<file path="config.mk">
export PLATFORM = sky130hd
export DESIGN_NAME = zstack_engine
export DESIGN_NICKNAME = d
export VERILOG_FILES = /design/src/rtl/zstk_pkg.sv /design/src/rtl/zstk_alu.sv /design/src/rtl/zstk_store.sv /design/src/rtl/zstk_ctrl.sv /design/src/rtl/zstack_engine.sv
export SDC_FILE = /design/constraint.sdc
export NUM_CORES = 1
export LEC_CHECK = 0
export BUFFER_PORTS_ARGS = -buffer_cell sky130_fd_sc_hd__buf_2
export CAP_MARGIN = 40
export CORE_ASPECT_RATIO = 0.6
export CORE_UTILIZATION = 45
export DETAILED_ROUTE_END_ITERATION = 12
export SETUP_SLACK_MARGIN = 0.5
export SLEW_MARGIN = 25
export SYNTH_ARGS = -nofsm -noshare
export SYNTH_HDL_FRONTEND = slang
export SYNTH_SLANG_ARGS = --single-unit
</file>
<file path="constraint.sdc">
create_clock -name clk -period 10.6 [get_ports clk]
set_clock_uncertainty 0.05 [all_clocks]
set_input_delay 0.53 -clock clk [delete_from_list [all_inputs] [get_ports clk]]
set_output_delay 0.53 -clock clk [all_outputs]
set_load 0.01 [all_outputs]
</file>
<file path="src/rtl/zstk_pkg.sv">
package zstk_pkg;

    typedef enum logic [1:0] {
        OP_PUSH = 2'b00,
        OP_POP  = 2'b01,
        OP_ADD  = 2'b10,
        OP_MUL  = 2'b11
    } zop_e;

    typedef enum logic [2:0] {
        S_IDLE,
        S_READ,
        S_LOAD,
        S_WRITE,
        S_EXEC,
        S_FINISH
    } zstate_e;

endpackage

</file>
<file path="src/rtl/zstk_alu.sv">
module zstk_alu #(
    parameter int DW = 16
) (
    input  logic          mul_sel,
    input  logic [DW-1:0] opnd_top,
    input  logic [DW-1:0] opnd_next,
    output logic [DW-1:0] result
);
    localparam int PW = 2 * DW;

    logic [PW-1:0] product;

    always_comb begin
        product = PW'(opnd_next) * PW'(opnd_top);
        if (mul_sel) begin
            result = product[DW-1:0];
        end else begin
            result = opnd_next + opnd_top;
        end
    end
endmodule

</file>
<file path="src/rtl/zstk_store.sv">
module zstk_store #(
    parameter int DW    = 16,
    parameter int DEPTH = 8,
    parameter int CW    = $clog2(DEPTH + 1)
) (
    input  logic          clk,
    input  logic          rst_n,
    input  logic          push_en,
    input  logic [DW-1:0] push_data,
    input  logic          pop_en,
    input  logic          reduce_en,
    input  logic [DW-1:0] reduce_data,
    output logic [CW-1:0] depth,
    output logic [DW-1:0] top_val,
    output logic [DW-1:0] next_val
);
    logic [CW-1:0]       cnt_q;
    logic [CW-1:0]       idx_top;
    logic [CW-1:0]       idx_next;
    logic [DEPTH*DW-1:0] flat;

    assign idx_top  = cnt_q - CW'(1);
    assign idx_next = cnt_q - CW'(2);

    always_ff @(posedge clk or negedge rst_n) begin
        if (!rst_n) begin
            cnt_q <= '0;
        end else if (push_en) begin
            cnt_q <= cnt_q + CW'(1);
        end else if (pop_en || reduce_en) begin
            cnt_q <= cnt_q - CW'(1);
        end
    end

    for (genvar g = 0; g < DEPTH; g++) begin : g_ent
        logic [DW-1:0] q;
        always_ff @(posedge clk or negedge rst_n) begin
            if (!rst_n) begin
                q <= '0;
            end else if (push_en && cnt_q == CW'(g)) begin
                q <= push_data;
            end else if (reduce_en && idx_next == CW'(g)) begin
                q <= reduce_data;
            end
        end
        assign flat[g*DW +: DW] = q;
    end

    always_comb begin
        top_val  = '0;
        next_val = '0;
        for (int i = 0; i < DEPTH; i++) begin
            if (idx_top == CW'(i)) begin
                top_val = flat[i*DW +: DW];
            end
            if (idx_next == CW'(i)) begin
                next_val = flat[i*DW +: DW];
            end
        end
    end

    assign depth = cnt_q;
endmodule

</file>
<file path="src/rtl/zstk_ctrl.sv">
module zstk_ctrl
    import zstk_pkg::*;
#(
    parameter int DEPTH = 8,
    parameter int AW    = 8,
    parameter int CW    = $clog2(DEPTH + 1)
) (
    input  logic          clk,
    input  logic          rst_n,
    input  logic          instr_valid,
    input  logic [1:0]    instr_op,
    input  logic [AW-1:0] instr_addr,
    input  logic [CW-1:0] depth,
    output logic          instr_ready,
    output logic          done,
    output logic          err,
    output logic          mem_rd_en,
    output logic          mem_wr_en,
    output logic [AW-1:0] mem_addr,
    output logic          push_en,
    output logic          pop_en,
    output logic          reduce_en,
    output logic          mul_sel
);
    zstate_e       state_q, state_d;
    zop_e          op_q;
    logic [AW-1:0] addr_q;
    logic          err_q;
    logic          accept;
    logic          fault;
    logic          is_full;
    logic          is_empty;
    logic          has_two;

    assign accept   = instr_valid && (state_q == S_IDLE);
    assign is_full  = (depth == CW'(DEPTH));
    assign is_empty = (depth == '0);
    assign has_two  = (depth >= CW'(2));

    always_comb begin
        fault = 1'b0;
        if (accept) begin
            unique case (zop_e'(instr_op))
                OP_PUSH:        fault = is_full;
                OP_POP:         fault = is_empty;
                OP_ADD, OP_MUL: fault = !has_two;
                default:        fault = 1'b0;
            endcase
        end
    end

    always_comb begin
        state_d = state_q;
        unique case (state_q)
            S_IDLE: begin
                if (accept) begin
                    if (fault) begin
                        state_d = S_FINISH;
                    end else begin
                        unique case (zop_e'(instr_op))
                            OP_PUSH:        state_d = S_READ;
                            OP_POP:         state_d = S_WRITE;
                            OP_ADD, OP_MUL: state_d = S_EXEC;
                            default:        state_d = S_FINISH;
                        endcase
                    end
                end
            end
            S_READ:   state_d = S_LOAD;
            S_LOAD:   state_d = S_FINISH;
            S_WRITE:  state_d = S_FINISH;
            S_EXEC:   state_d = S_FINISH;
            S_FINISH: state_d = S_IDLE;
            default:  state_d = S_IDLE;
        endcase
    end

    always_ff @(posedge clk or negedge rst_n) begin
        if (!rst_n) begin
            state_q <= S_IDLE;
            op_q    <= OP_PUSH;
            addr_q  <= '0;
            err_q   <= 1'b0;
        end else begin
            state_q <= state_d;
            err_q   <= err_q | fault;
            if (accept) begin
                op_q   <= zop_e'(instr_op);
                addr_q <= instr_addr;
            end
        end
    end

    always_comb begin
        instr_ready = (state_q == S_IDLE);
        mem_rd_en   = (state_q == S_READ);
        push_en     = (state_q == S_LOAD);
        mem_wr_en   = (state_q == S_WRITE);
        pop_en      = (state_q == S_WRITE);
        reduce_en   = (state_q == S_EXEC);
        done        = (state_q == S_FINISH);
        mul_sel     = (op_q == OP_MUL);
        mem_addr    = addr_q;
        err         = err_q;
    end
endmodule

</file>
<file path="src/rtl/zstack_engine.sv">
module zstack_engine #(
    parameter int DW    = 16,
    parameter int AW    = 8,
    parameter int DEPTH = 8,
    localparam int CW   = $clog2(DEPTH + 1)
) (
    input  logic          clk,
    input  logic          rst_n,
    input  logic          instr_valid,
    input  logic [1:0]    instr_op,
    input  logic [AW-1:0] instr_addr,
    output logic          instr_ready,
    output logic          done,
    output logic          err,
    output logic [CW-1:0] depth,
    output logic          mem_rd_en,
    output logic          mem_wr_en,
    output logic [AW-1:0] mem_addr,
    output logic [DW-1:0] mem_wdata,
    input  logic [DW-1:0] mem_rdata
);
    logic          push_en;
    logic          pop_en;
    logic          reduce_en;
    logic          mul_sel;
    logic [DW-1:0] top_val;
    logic [DW-1:0] next_val;
    logic [DW-1:0] alu_out;

    zstk_ctrl #(.DEPTH(DEPTH), .AW(AW), .CW(CW)) u_ctrl (
        .clk         (clk),
        .rst_n       (rst_n),
        .instr_valid (instr_valid),
        .instr_op    (instr_op),
        .instr_addr  (instr_addr),
        .depth       (depth),
        .instr_ready (instr_ready),
        .done        (done),
        .err         (err),
        .mem_rd_en   (mem_rd_en),
        .mem_wr_en   (mem_wr_en),
        .mem_addr    (mem_addr),
        .push_en     (push_en),
        .pop_en      (pop_en),
        .reduce_en   (reduce_en),
        .mul_sel     (mul_sel)
    );

    zstk_store #(.DW(DW), .DEPTH(DEPTH), .CW(CW)) u_store (
        .clk         (clk),
        .rst_n       (rst_n),
        .push_en     (push_en),
        .push_data   (mem_rdata),
        .pop_en      (pop_en),
        .reduce_en   (reduce_en),
        .reduce_data (alu_out),
        .depth       (depth),
        .top_val     (top_val),
        .next_val    (next_val)
    );

    zstk_alu #(.DW(DW)) u_alu (
        .mul_sel   (mul_sel),
        .opnd_top  (top_val),
        .opnd_next (next_val),
        .result    (alu_out)
    );

    assign mem_wdata = top_val;
endmodule

</file>
Word-level counts from Yosys, hierarchy flattened

Cells that the tools add are included.
Widths: inputs -> output; s select.

$add $sub $neg: 4
Multiply operators: 1
Div/mod/pow operators: 0
Magnitude comparators: 1
Eq/ne operators: 32
Shift-type cells: 0
Multiplexer cells: 41
Bitwise logic cells: 1
Reduce and logical (&&, ||, !) cells: 35

Operators with widths:

| cell                | count |
|---|---|
| $mux 16             | 33 |
| $eq 4x3->1 const B  | 12 |
| $eq 4x2->1 const B  | 6 |
| $pmux 3 s3          | 2 |
| $reduce_bool 2->1   | 9 |
| $logic_and 1x1->1   | 17 |
| $add 16x16->16      | 1 |
| $mul 16x16->16      | 1 |
| $eq 4x1->1 const B  | 3 |
| $logic_not 4->1     | 3 |
| $mux 4              | 2 |
| $eq 2x2->1 const B  | 3 |
| $eq 3x2->1 const B  | 2 |
| $eq 3x3->1 const B  | 2 |
| $mux 3              | 2 |
| $add 4x1->4 const B | 1 |
| $eq 4x4->1 const B  | 1 |
| $ge 4x2->1 const B  | 1 |
| $sub 4x1->4 const B | 1 |
| $sub 4x2->4 const B | 1 |
| $eq 3x1->1 const B  | 1 |
| $logic_not 3->1     | 1 |
| $pmux 1 s3          | 1 |
| $reduce_or 3->1     | 1 |
| 8 further kinds     | 8 |

Register bits: 146
Latch bits: 0
RAM bits: 0
ROM bits: 0
Input bits: 29
Output and inout bits: 33
Word-level logic and storage cells: 128
Memories: 0

Longest topological paths before layout

Gate-level depths: netlist of the first run.

Depth after elaboration: 14
Mapped depth: 35
Gate-level depth less buffers: 32

By module

From an unflattened synthesis of the first run, not the netlist that was laid out.

Cells, all modules: 1777
Area total of the unflattened synthesis: 14810.5 um2

By module, submodules not included:

| module     | times used | cells an instance | area each (um2) | seq. area each (um2) |
|---|---|---|---|---|
| zstk_store | 1          | 1141              | 9359.0          | 3303.2 |
| zstk_alu   | 1          | 579               | 4755.8          | 0.0 |
| zstk_ctrl  | 1          | 57                | 695.7           | 350.3 |

Worst setup path after synthesis of the first run

No wires, ideal clock.

Kind: register to register
Start point: register u_store.cnt_q[2] (netlist: u_store.depth[2])
End point: register u_store.g_ent[3].q[15]
Setup time: 0.129 ns
Data arrival time: 7.796 ns
Path slack: 2.625 ns
Stages on the path, launching flop included: 30
Buffers on the path: 3
Period minus slack after synthesis: 7.975 ns
Cell sequence: dfrtp_1 inv_1 buf_1 ha_1 a21boi_4 xnor2_2 clkbuf_1 nand2_2 a31oi_1 clkbuf_1 and2_1 fa_1 inv_1 fa_1 inv_1 fa_1 fa_1 inv_1 fa_1 fa_1 xnor2_1 xnor2_1 xnor2_1 xnor2_1 xnor3_1 xnor2_1 xnor3_1 xnor3_2 mux2i_4 o21ai_1

Longest elaborated chain between the ends: 14
Elaborated cells on any way between the ends: 43
Classes of those cells: add/sub: 3; mul: 1; eq/ne: 15; mux: 19; reduce/logical: 5

RTL lines:

| item                                             | line                           | text |
|---|---|---|
| from (decl)                                      | zstk_store.sv:17               | `logic [CW-1:0] cnt_q;` |
| from (signal assigned)                           | zstk_store.sv:29               | `cnt_q <= cnt_q + CW'(1);` |
| from (signal assigned)                           | zstk_store.sv:31               | `cnt_q <= cnt_q - CW'(1);` |
| $sub 4x1->4 (*)                                  | zstk_store.sv:22               | `assign idx_top = cnt_q - CW'(1);` |
| $logic_not 4->1                                  | zstk_store.sv:53               | `if (idx_top == CW'(i)) begin` |
| $mux 16 (7 in a row)                             | zstk_store.sv:53               |  |
| $mux 16 (*)                                      | zstk_store.sv:53               |  |
| named net mem_wdata[3]                           | zstack_engine.sv:19            | `output logic [DW-1:0] mem_wdata,` |
| $mul 16x16->16 or $add 16x16->16 (tied branches) | zstk_alu.sv:14, zstk_alu.sv:18 |  |
| $mux 16 (*)                                      | zstk_alu.sv:15                 | `if (mul_sel) begin` |
| $mux 16 (*)                                      | zstk_store.sv:42               | `end else if (reduce_en && idx_next == CW'(g)) begin` |
| $mux 16 (*)                                      | zstk_store.sv:40               | `end else if (push_en && cnt_q == CW'(g)) begin` |
| to (signal assigned)                             | zstk_store.sv:41               | `q <= push_data;` |
| to (signal assigned)                             | zstk_store.sv:43               | `q <= reduce_data;` |
| to (decl)                                        | zstk_store.sv:36               | `logic [DW-1:0] q;` |

Mark *: on every way through the listed nets, which the timed path passes. The rest lies on a longest branch. The select of a mux whose other input is x is not followed.
A chain may end at the register's enable or synchronous reset.

Final worst setup path of the first run

Start point: register u_store.cnt_q[1] (netlist: u_store.depth[1])
End point: register u_store.g_ent[7].q[15]

Longest elaborated chain between the ends: 14
Elaborated cells on any way between the ends: 43
Classes of those cells: add/sub: 3; mul: 1; eq/ne: 15; mux: 19; reduce/logical: 5

RTL lines:

| item                                             | line |
|---|---|
| $sub 4x2->4 or $sub 4x1->4 (tied branches)       | zstk_store.sv:23, zstk_store.sv:22 |
| $logic_not 4->1, on equally long branches        | zstk_store.sv:56, zstk_store.sv:53 |
| $mux 16, on equally long branches (8 in a row)   | zstk_store.sv:56, zstk_store.sv:53 |
| $mul 16x16->16 or $add 16x16->16 (tied branches) | zstk_alu.sv:14, zstk_alu.sv:18 |
| $mux 16                                          | zstk_alu.sv:15 |
| $mux 16                                          | zstk_store.sv:42 |
| $mux 16                                          | zstk_store.sv:40 |
| to (signal assigned)                             | zstk_store.sv:41 |
| to (signal assigned)                             | zstk_store.sv:43 |
| to (decl)                                        | zstk_store.sv:36 |

Several ways; a longest one is shown, not always the timed one. The select of a mux whose other input is x is not followed.

==> results.toml, run 1 <==
[final_layout]
fin_util = 0.5187
final_common_cell = "inv_1"
design_area_um2 = 15200
area_growth_pct = 11.22
final_layout_size_suffix_gt1_frac = 0.1299
final_cell_mix = "inv_1, o21ai_0, dfrtp_1"
nFillCells = 2830
diodes = 0
regArea_um2 = 3654
nets = 1833
multi_input_area_um2 = 8967

[detailed_routing]
drt_first_pass_iters = 6
drt_iter0_markers = 2047
vias_per_cell = 6.504
wl_per_cell_um = 28.08
drcViolationCount = 0
route.vias.total = 13420
postRouteAntennaNets = 0
routed_wl_um = 57930

[synth]
synth_ff_type = "dfrtp_1"
syn_area_per_cell_um2 = 8.484
synthesis.nets = 1794
ys_types = 93
yosys_warnings = 0
async_reset_ff_frac = 1.000
synth.yosys.seq_area_share = 0.2673
syn_area_um2 = 13670
yosys_register_bits = 146
synthCells = 1611
synth_edf_count = 0

[hold_path]
hold_path_class = "in2async"

[clocking]
clk_pin_slew_ps = 70
clockRootBuffer = "clkbuf_16"
cts_tree = "done"
cts-buffers-inserted = 17
cts_resized = 0
htreeDepth = 4
cts_setup_buffers = 0
cts.sinks = 146
hold_buffers = 0
clock_latency_ps = 450
clockBufferDepth = 2

[place]
port-buffer-count = 61
hpwl_um = 44150
dpl_cell_area_um2 = 14540
gp_congestion = 1.002

[die]
pin_count = 62
die_h_um = 137.0
core-area_um2 = 29310
die_w_um = 227.0
row_count = 48
dieArea_um2 = 31100
initial_core_util = 0.4664

[critical_path]
endpoint_kind = "flip-flop"
critPathMaxFanout = 26
arrival_ps = 9680
startpoint_type = "flip-flop"
crit_slowest_cell = "o21ai_1"
critPathMaxStageDelay_ps = 710
critPathRequiredTime_ps = 10860
criticalPathCategory = "reg2reg"
ff2ff_setup_slack_ps = 1170

[sta]
layout_worst_path_cycle_share = 0.8895
setup_violations = 0
slew_headroom = 0.3450
max_freq_mhz = 106.1
period_needed_ps = 9429
setup_tns_ps = 0
worstMarginPinSlew_ps = 978.8
hold_viol = 0
slew_viol_final = 0
rsz0062_at_grt = "false"

[global_routing]
grt_pass1_wl_um = 85200
grt_overflow = 0
grt_pass1_vias = 12520
grt_max_degree = 76
grt_usage = 0.3806
antenna_found_initial = 1

[job]
drv_cap = 0

[status]
outcome = "finished clean"
-- cells by family after synthesis --
kind of cell / Yosys count / synth area share
flip-flops: 146 / 0.2673
multiplexers: 19 / 0.01785
XOR/XNOR: 57 / 0.04440
buffers and inverters: 271 / 0.08010
AO/OA/AOI/OAI: 556 / 0.2664
adder cells (fa/ha/maj): 154 / 0.1849
AND/OR/NAND/NOR: 408 / 0.1391
-- Yosys cell counts, types with 29 or more instances --
master | instances | area (µm²)
inv_1 | 164 | 615.6
o21ai_0 | 148 | 740.7
dfrtp_1 | 146 | 3654
nand2_1 | 141 | 529.3
nor2_1 | 125 | 469.2
a22oi_1 | 108 | 810.8
a21oi_1 | 105 | 525.5
fa_1 | 80 | 1602
ha_1 | 74 | 925.9
clkbuf_1 | 52 | 195.2
xnor2_1 | 38 | 332.8
o22ai_1 | 32 | 200.2
buf_2 | 29 | 145.1
-- layout make-up --
class	instances	area share
Clock inverter	15	0.01193
Clock buffer	17	0.02798
Tap cell	400	0.03292
Inverter	168	0.04148
Multi-Input combinational cell	1194	0.5899
Sequential cell	146	0.2403
Timing Repair Buffer	123	0.05547
-- registers in the layout, summed over array words and instances (netlist names) --
name and flops:
u_store.g_ent.q 128, u_ctrl.mem_addr 8, u_store.depth 4, u_ctrl.state_q 3, u_ctrl.op_q 2, u_ctrl.err 1
-- worst max-delay path: cells and delay by family, from the launching register on --
kind | cells | cell delay (ps)
multiplexers | 1 | 310
buffers and inverters | 7 | 1060
AO/OA/AOI/OAI | 5 | 1550
flip-flops | 1 | 480
XOR/XNOR | 1 | 450
adder cells (fa/ha/maj) | 9 | 4390
AND/OR/NAND/NOR | 3 | 980
-- final timing paths --
path / end / startpoint / cells past startpoint
worst min-delay path: u_store.g_ent[2].q[7] / rst_n / 1
min in group clk: u_ctrl.mem_addr[4] / instr_addr[4] / 2
worst max register to register: u_store.g_ent[7].q[15] / u_store.depth[1] / 26
max in group asynchronous: u_store.g_ent[4].q[0] / rst_n / 3
worst max-delay path: u_store.g_ent[7].q[15] / u_store.depth[1] / 26
worst min register to register: u_ctrl.err / u_ctrl.err / 1
-- layer usage --
layer / wire, µm / share of wire / GRT usage / up-vias
met4: 865 / 0.015 / 0.07905 / 0
met2: 20940 / 0.36 / 0.4677 / 948
met3: 8866 / 0.15 / 0.1393 / 73
met1: 27270 / 0.47 / 0.6062 / 6623
li1: - / - / - / 5773
met5: 0 / 0 / 0 / -
-- metrics by stage --
stage	std cells	setup WS, ps	hold WS (ps)
floorplan	1611	2625	184.4
finish	2063	1171	69.44
detailed placement	2026	1405	393.4
global placement	2011	1501	390.4
global route	2063	886.0	129.6
CTS	2058	1443	102.6
Power of run 1 is not shown: default switching activity piles up to over one toggle a cycle in this logic, so the estimate is an artifact.
==> run 2: changes to the inputs <==
--- a/config.mk
+++ b/config.mk
@@ -14,4 +14,5 @@
 export SLEW_MARGIN = 25
 export SYNTH_ARGS = -nofsm -noshare
 export SYNTH_HDL_FRONTEND = slang
+export SYNTH_HIERARCHICAL = 1
 export SYNTH_SLANG_ARGS = --single-unit
==> run 2 against run 1 <==
Net effect: synthesized area increased by 8.4%; critical endpoint is now u_store/g_ent[4].q[15]; wire length shrank 15%; global-route usage shrank 8.2 points; via count shrank 1.9%; fmax increased by 3.7%; register-to-register slack improved by 340 ps; critical path type unchanged.
==> results.toml, run 2 <==
[final_layout]
final_common_cell = "nand2_1"
final_layout_size_suffix_gt1_frac = 0.1122
design_area_um2 = 16090
largest_reg_flops = 128
area_growth_pct = 8.659
nets = 1952
final_cell_mix = "nand2_1, inv_1, dfrtp_1"
max_flop_register = "u_store/g_ent.q"

[synth]
synth_edf_count = 0
ys_top_cells_by_area = "dfrtp_1, fa_1, mux2i_1"
synthesis.nets = 1960
syn_area_per_cell_um2 = 8.335
synth_area_leader_cell = "dfrtp_1"
yosys_register_bits = 146
syn_area_um2 = 14810
ys_top_cells_by_count = "nand2_1, inv_1, dfrtp_1, o21ai_0, mux2i_1"
yosys_warnings = 6
synthCells = 1777
synth_top_area_share = 0.2467
async_reset_ff_frac = 1.000
synth_ff_type = "dfrtp_1"
synth.yosys.seq_area_share = 0.2467
ys_types = 71
synth.most_common_cell = "nand2_1"

[global_routing]
grt_usage = 0.2986
antenna_found_initial = 1
grt_pass1_vias = 12330
grt_max_degree = 85
grt_pass1_wl_um = 76070
grt_overflow = 0

[job]
drv_cap = 0

[die]
die_h_um = 142.5
row_count = 51
dieArea_um2 = 33670
die_w_um = 236.2
core-area_um2 = 32420
pin_count = 62
initial_core_util = 0.4569

[sta]
worstMarginPinSlew_ps = 843.6
layout_worst_path_cycle_share = 0.8578
max_freq_mhz = 110.0
period_needed_ps = 9093
slew_headroom = 0.4215
slew_viol_final = 0
fin_ws_ps = 1507
rsz0062_at_grt = "false"
setup_violations = 0
hold_viol = 0
setup_tns_ps = 0

[clocking]
cts_setup_buffers = 0
cts-buffers-inserted = 17
cts.sinks = 146
clk_pin_slew_ps = 70
cts_resized = 0
clockBufferDepth = 2
clock_latency_ps = 440
clockRootBuffer = "clkbuf_16"
htreeDepth = 4
cts_tree = "done"

[hold_path]
hold_path_class = "in2reg"

[place]
dpl_cell_area_um2 = 15390
hpwl_um = 35020
gp_congestion = 0.9205
port-buffer-count = 61
pre_cts_ws_ps = 1741

[detailed_routing]
route.vias.total = 13160
postRouteAntennaNets = 0
wl_per_cell_um = 22.40
drt_iter0_markers = 1632
drcViolationCount = 0
routed_wl_um = 49430
vias_per_cell = 5.963
drt_first_pass_iters = 6

[critical_path]
endpoint_kind = "flip-flop"
critPathRequiredTime_ps = 10900
startpoint_type = "flip-flop"
criticalPathCategory = "reg2reg"
critPathMaxFanout = 15
arrival_ps = 9390

[status]
outcome = "finished clean"
==> run 2: critical path: stages (launching register included) <==
cell	delay, ps
dfrtp_1	620
inv_1	190
ha_1	430
buf_4	270
and2b_1	720
o311ai_0	300
o311ai_0	190
a21oi_1	140
buf_4	220
ha_1	280
inv_1	180
fa_1	460
fa_1	510
inv_1	60
fa_1	520
fa_1	510
inv_1	60
fa_1	500
fa_1	450
xor2_1	160
xnor2_1	210
xnor2_1	120
xnor2_1	230
xnor3_1	360
xnor2_1	170
mux2i_1	690
mux2i_1	180
o21ai_0	200
==> run 2: path summary, 6_finish.rpt <==
| kind | start | endpoint | slack [ps] | cells past startpoint |
|---|---|---|---|---|
| setup / recovery | u_store/depth[0] | u_store/g_ent[4].q[15] | 1510 | 27 |
| hold / removal | instr_addr[7] | u_ctrl/mem_addr[7] | 270 | 2 |
| max in group asynchronous | rst_n | u_store/depth[2] | 8680 | 5 |
| setup reg to reg | u_store/depth[0] | u_store/g_ent[4].q[15] | 1510 | 27 |
| min in group asynchronous | rst_n | u_store/g_ent[5].q[12] | 450 | 2 |
| hold reg to reg | u_ctrl/err | u_ctrl/err | 430 | 2 |
==> run 2: through the flow <==
step,util,std cells,hold slack (ps)
after global placement,0.4711,2156,412.4
after floorplan,-,1777,184.4
after detailed placement,0.4746,2167,419.9
final,0.4964,2207,267.8
after global routing,0.4964,2207,255.6
after CTS,0.4929,2199,132.6
==> run 2: kinds of logic (layout without fill, tap and decap cells) <==
family,Yosys count,in the layout,share of synthesized area
xor+xnor,57,57,0.03514
compound gates,450,450,0.1875
buf+inv,309,314,0.09234
simple gates,516,516,0.1682
fa+ha+maj,154,154,0.1712
flops,146,146,0.2467
mux,145,145,0.09901
other cells,0,1,0
==> run 2: final cells by class <==
cell class                      instances  area (µm²)
Fill cell                            3132       16320
Multi-Input combinational cell       1322        9842
Sequential cell                       146        3655
Timing Repair Buffer                  127       888.4
Inverter                              155       581.8
Tap cell                              424       530.5
Clock buffer                           18       439.2
Clock inverter                         14       153.9
Antenna cell                            1       2.502
==> run 2: timing repair <==
| item | in CTS | in global routing |
|---|---|---|
| setup endpoints to repair | 0 | 0 |
| hold endpoints to repair | 0 | 20 |
| hold buffers | 0 | 1 |
==> run 2: routing by layer <==
layer | part of all wire | up-vias | wire length [µm] | global-route usage
li1 | - | 6008 | - | -
met1 | 0.48 | 6334 | 23490 | 0.4573
met2 | 0.40 | 739 | 19590 | 0.4100
met3 | 0.11 | 79 | 5454 | 0.07525
met4 | 0.018 | 0 | 898 | 0.07519
met5 | 0 | - | 0 | 0
Power of run 2 is left out for the same reason.
==> run 3: changes to the inputs <==
--- a/config.mk
+++ b/config.mk
@@ -5,6 +5,7 @@
 export SDC_FILE = /design/constraint.sdc
 export NUM_CORES = 1
 export LEC_CHECK = 0
+export ABC_AREA = 1
 export BUFFER_PORTS_ARGS = -buffer_cell sky130_fd_sc_hd__buf_2
 export CAP_MARGIN = 40
 export CORE_ASPECT_RATIO = 0.6
==> run 3 against run 2 <==
Net effect: synthesized cell count grew 35%; flip-flop and latch count is the same; register-to-register slack lost 20 ps; synthesized area grew 4.5%; worst setup slack lost 24 ps; critical endpoint is now u_store/g_ent[5].q[14]; largest cell class unchanged; highest routed layer unchanged.
==> results.toml, run 3 <==
[sta]
worstMarginPinSlew_ps = 906.1
fin_ws_ps = 1483
rsz0062_at_grt = "false"
setup_violations = 0
slew_viol_final = 0
hold_viol = 0
layout_worst_path_cycle_share = 0.8601
max_freq_mhz = 109.7
period_needed_ps = 9117
setup_tns_ps = 0
slew_headroom = 0.3937

[clocking]
clk_pin_slew_ps = 70
cts.sinks = 146
cts_resized = 0
clock_latency_ps = 460
cts_tree = "done"
cts_setup_buffers = 0
clockRootBuffer = "clkbuf_16"
clockBufferDepth = 2
cts-buffers-inserted = 17
htreeDepth = 4
hold_buffers = 0

[place]
pre_cts_ws_ps = 1626
dp_cells = 2833
hpwl_um = 42300
gp_congestion = 0.9654
port-buffer-count = 61

[synth]
synth_area_leader_cell = "dfrtp_1"
synth.yosys.seq_area_share = 0.2360
synth.most_common_cell = "nand2_1"
synthesis.nets = 2585
yosys_warnings = 6
ys_top_cells_by_count = "nand2_1, inv_1, o21ai_0"
synthCells = 2402
syn_area_per_cell_um2 = 6.445
ys_types = 41
synth_ff_type = "dfrtp_1"
async_reset_ff_frac = 1.000
ys_top_cells_by_area = "dfrtp_1, nand2_1, inv_1"
synth_top_area_share = 0.2360
synth_edf_count = 0
syn_area_um2 = 15480
yosys_register_bits = 146

[detailed_routing]
wl_per_cell_um = 19.48
vias_per_cell = 5.523
drt_iter0_markers = 1987
drcViolationCount = 0
routed_wl_um = 55880
drt_first_pass_iters = 6
route.vias.total = 15850
postRouteAntennaNets = 0

[critical_path]
critPathMaxStageDelay_ps = 580
arrival_ps = 9400
criticalPathCategory = "reg2reg"
crit_top_cell = "nand2_1"
critPathMaxFanout = 23
cp-endpoint = "u_store/g_ent[5].q[14]"
ff2ff_setup_slack_ps = 1480
startpoint_type = "flip-flop"
reg2reg_from = "u_store/depth[0]"
critPathRequiredTime_ps = 10890
r2r-end = "u_store/g_ent[5].q[14]"
endpoint_kind = "flip-flop"
crit_slowest_cell = "dfrtp_1"
cp-startpoint = "u_store/depth[0]"
rr_worst_depth = 39

[die]
dieArea_um2 = 35170
initial_core_util = 0.4584
core-area_um2 = 33770
pin_count = 62
row_count = 52
die_h_um = 145.7
die_w_um = 241.4

[final_layout]
final_common_cell = "nand2_1"
final_cell_mix = "nand2_1, inv_1, o21ai_0"
max_flop_register = "u_store/g_ent.q"
diodes = 0
final_layout_size_suffix_gt1_frac = 0.08672
area_growth_pct = 8.204
nets = 2580
layoutNonFillerInstCount = 2869
largest_reg_flops = 128

[global_routing]
grt_usage = 0.3227
grt_overflow = 0
grt_pass1_vias = 14100
grt_max_degree = 78
grt_pass1_wl_um = 84500
antenna_found_initial = 2

[job]
drv_cap = 0

[hold_path]
hold_path_class = "in2async"

[status]
outcome = "finished clean"
-- run 3: changes by cell type after synthesis, sizes merged, moves of 67 or more --
| cell | change |
|---|---|
| a31oi | +67 |
| and2 | -76 |
| nor2 | +110 |
| nand3 | +167 |
| nand2 | +415 |
| o21ai | +86 |
| mux2i | -133 |
| inv | +295 |
-- run 3: routing by layer --
layer	up-vias	GRT usage	routed length (µm)
met5	-	0	0
met4	0	0.07215	640
met1	7451	0.5445	28070
li1	7481	-	-
met2	866	0.3984	20420
met3	47	0.07037	6755
-- run 3: metrics by stage --
stage / util / area (µm²) / hold slack (ps)
after floorplan: - / 15480 / 184.4
after CTS: 0.4946 / 16700 / 91.63
after detailed placement: 0.4773 / 16120 / 404.7
after global placement: 0.4735 / 15990 / 392.1
after global routing: 0.4960 / 16750 / 117.7
final: 0.4960 / 16750 / 46.41
-- run 3: cell type report --
| cell class | instances | area (µm²) |
|---|---|---|
| Inverter | 453 | 1700 |
| Multi-Input combinational cell | 1666 | 9458 |
| Clock inverter | 14 | 143.9 |
| Sequential cell | 146 | 3654 |
| Tap cell | 459 | 574.3 |
| Timing Repair Buffer | 113 | 780.7 |
| Fill cell | 3435 | 17020 |
| Clock buffer | 18 | 439.2 |
-- run 3: cells by family after synthesis --
group                    after synthesis  share of synthesized area
XOR/XNOR                              10                   0.005658
adder cells (fa/ha/maj)              154                     0.1638
AND/OR/NAND/NOR                     1088                     0.2970
flip-flops                           146                     0.2360
AO/OA/AOI/OAI                        414                     0.1436
buffers and inverters                590                     0.1541
-- run 3: worst max-delay path: cells and delay by family (launching register included) --
kind	cells	cell delay, ps
adders and majority gates	8	3790
AOI/OAI and AO/OA	4	370
DFF	1	580
and+or+nand+nor	19	3110
buffers and inverters	8	1060
-- run 3: how the worst min path moves through the flow --
| stage | slack (ps) | endpoint | startpoint |
|---|---|---|---|
| floorplan | 180 | u_ctrl/err | rst_n |
| global placement | 390 | u_ctrl/err | u_ctrl/err |
| detailed placement | 400 | u_ctrl/err | u_ctrl/err |
| CTS | 90 | u_ctrl/mem_addr[3] | rst_n |
| global route | 120 | u_ctrl/mem_addr[3] | rst_n |
| finish | 50 | u_ctrl/mem_addr[3] | rst_n |
Power of run 3 is left out for the same reason.
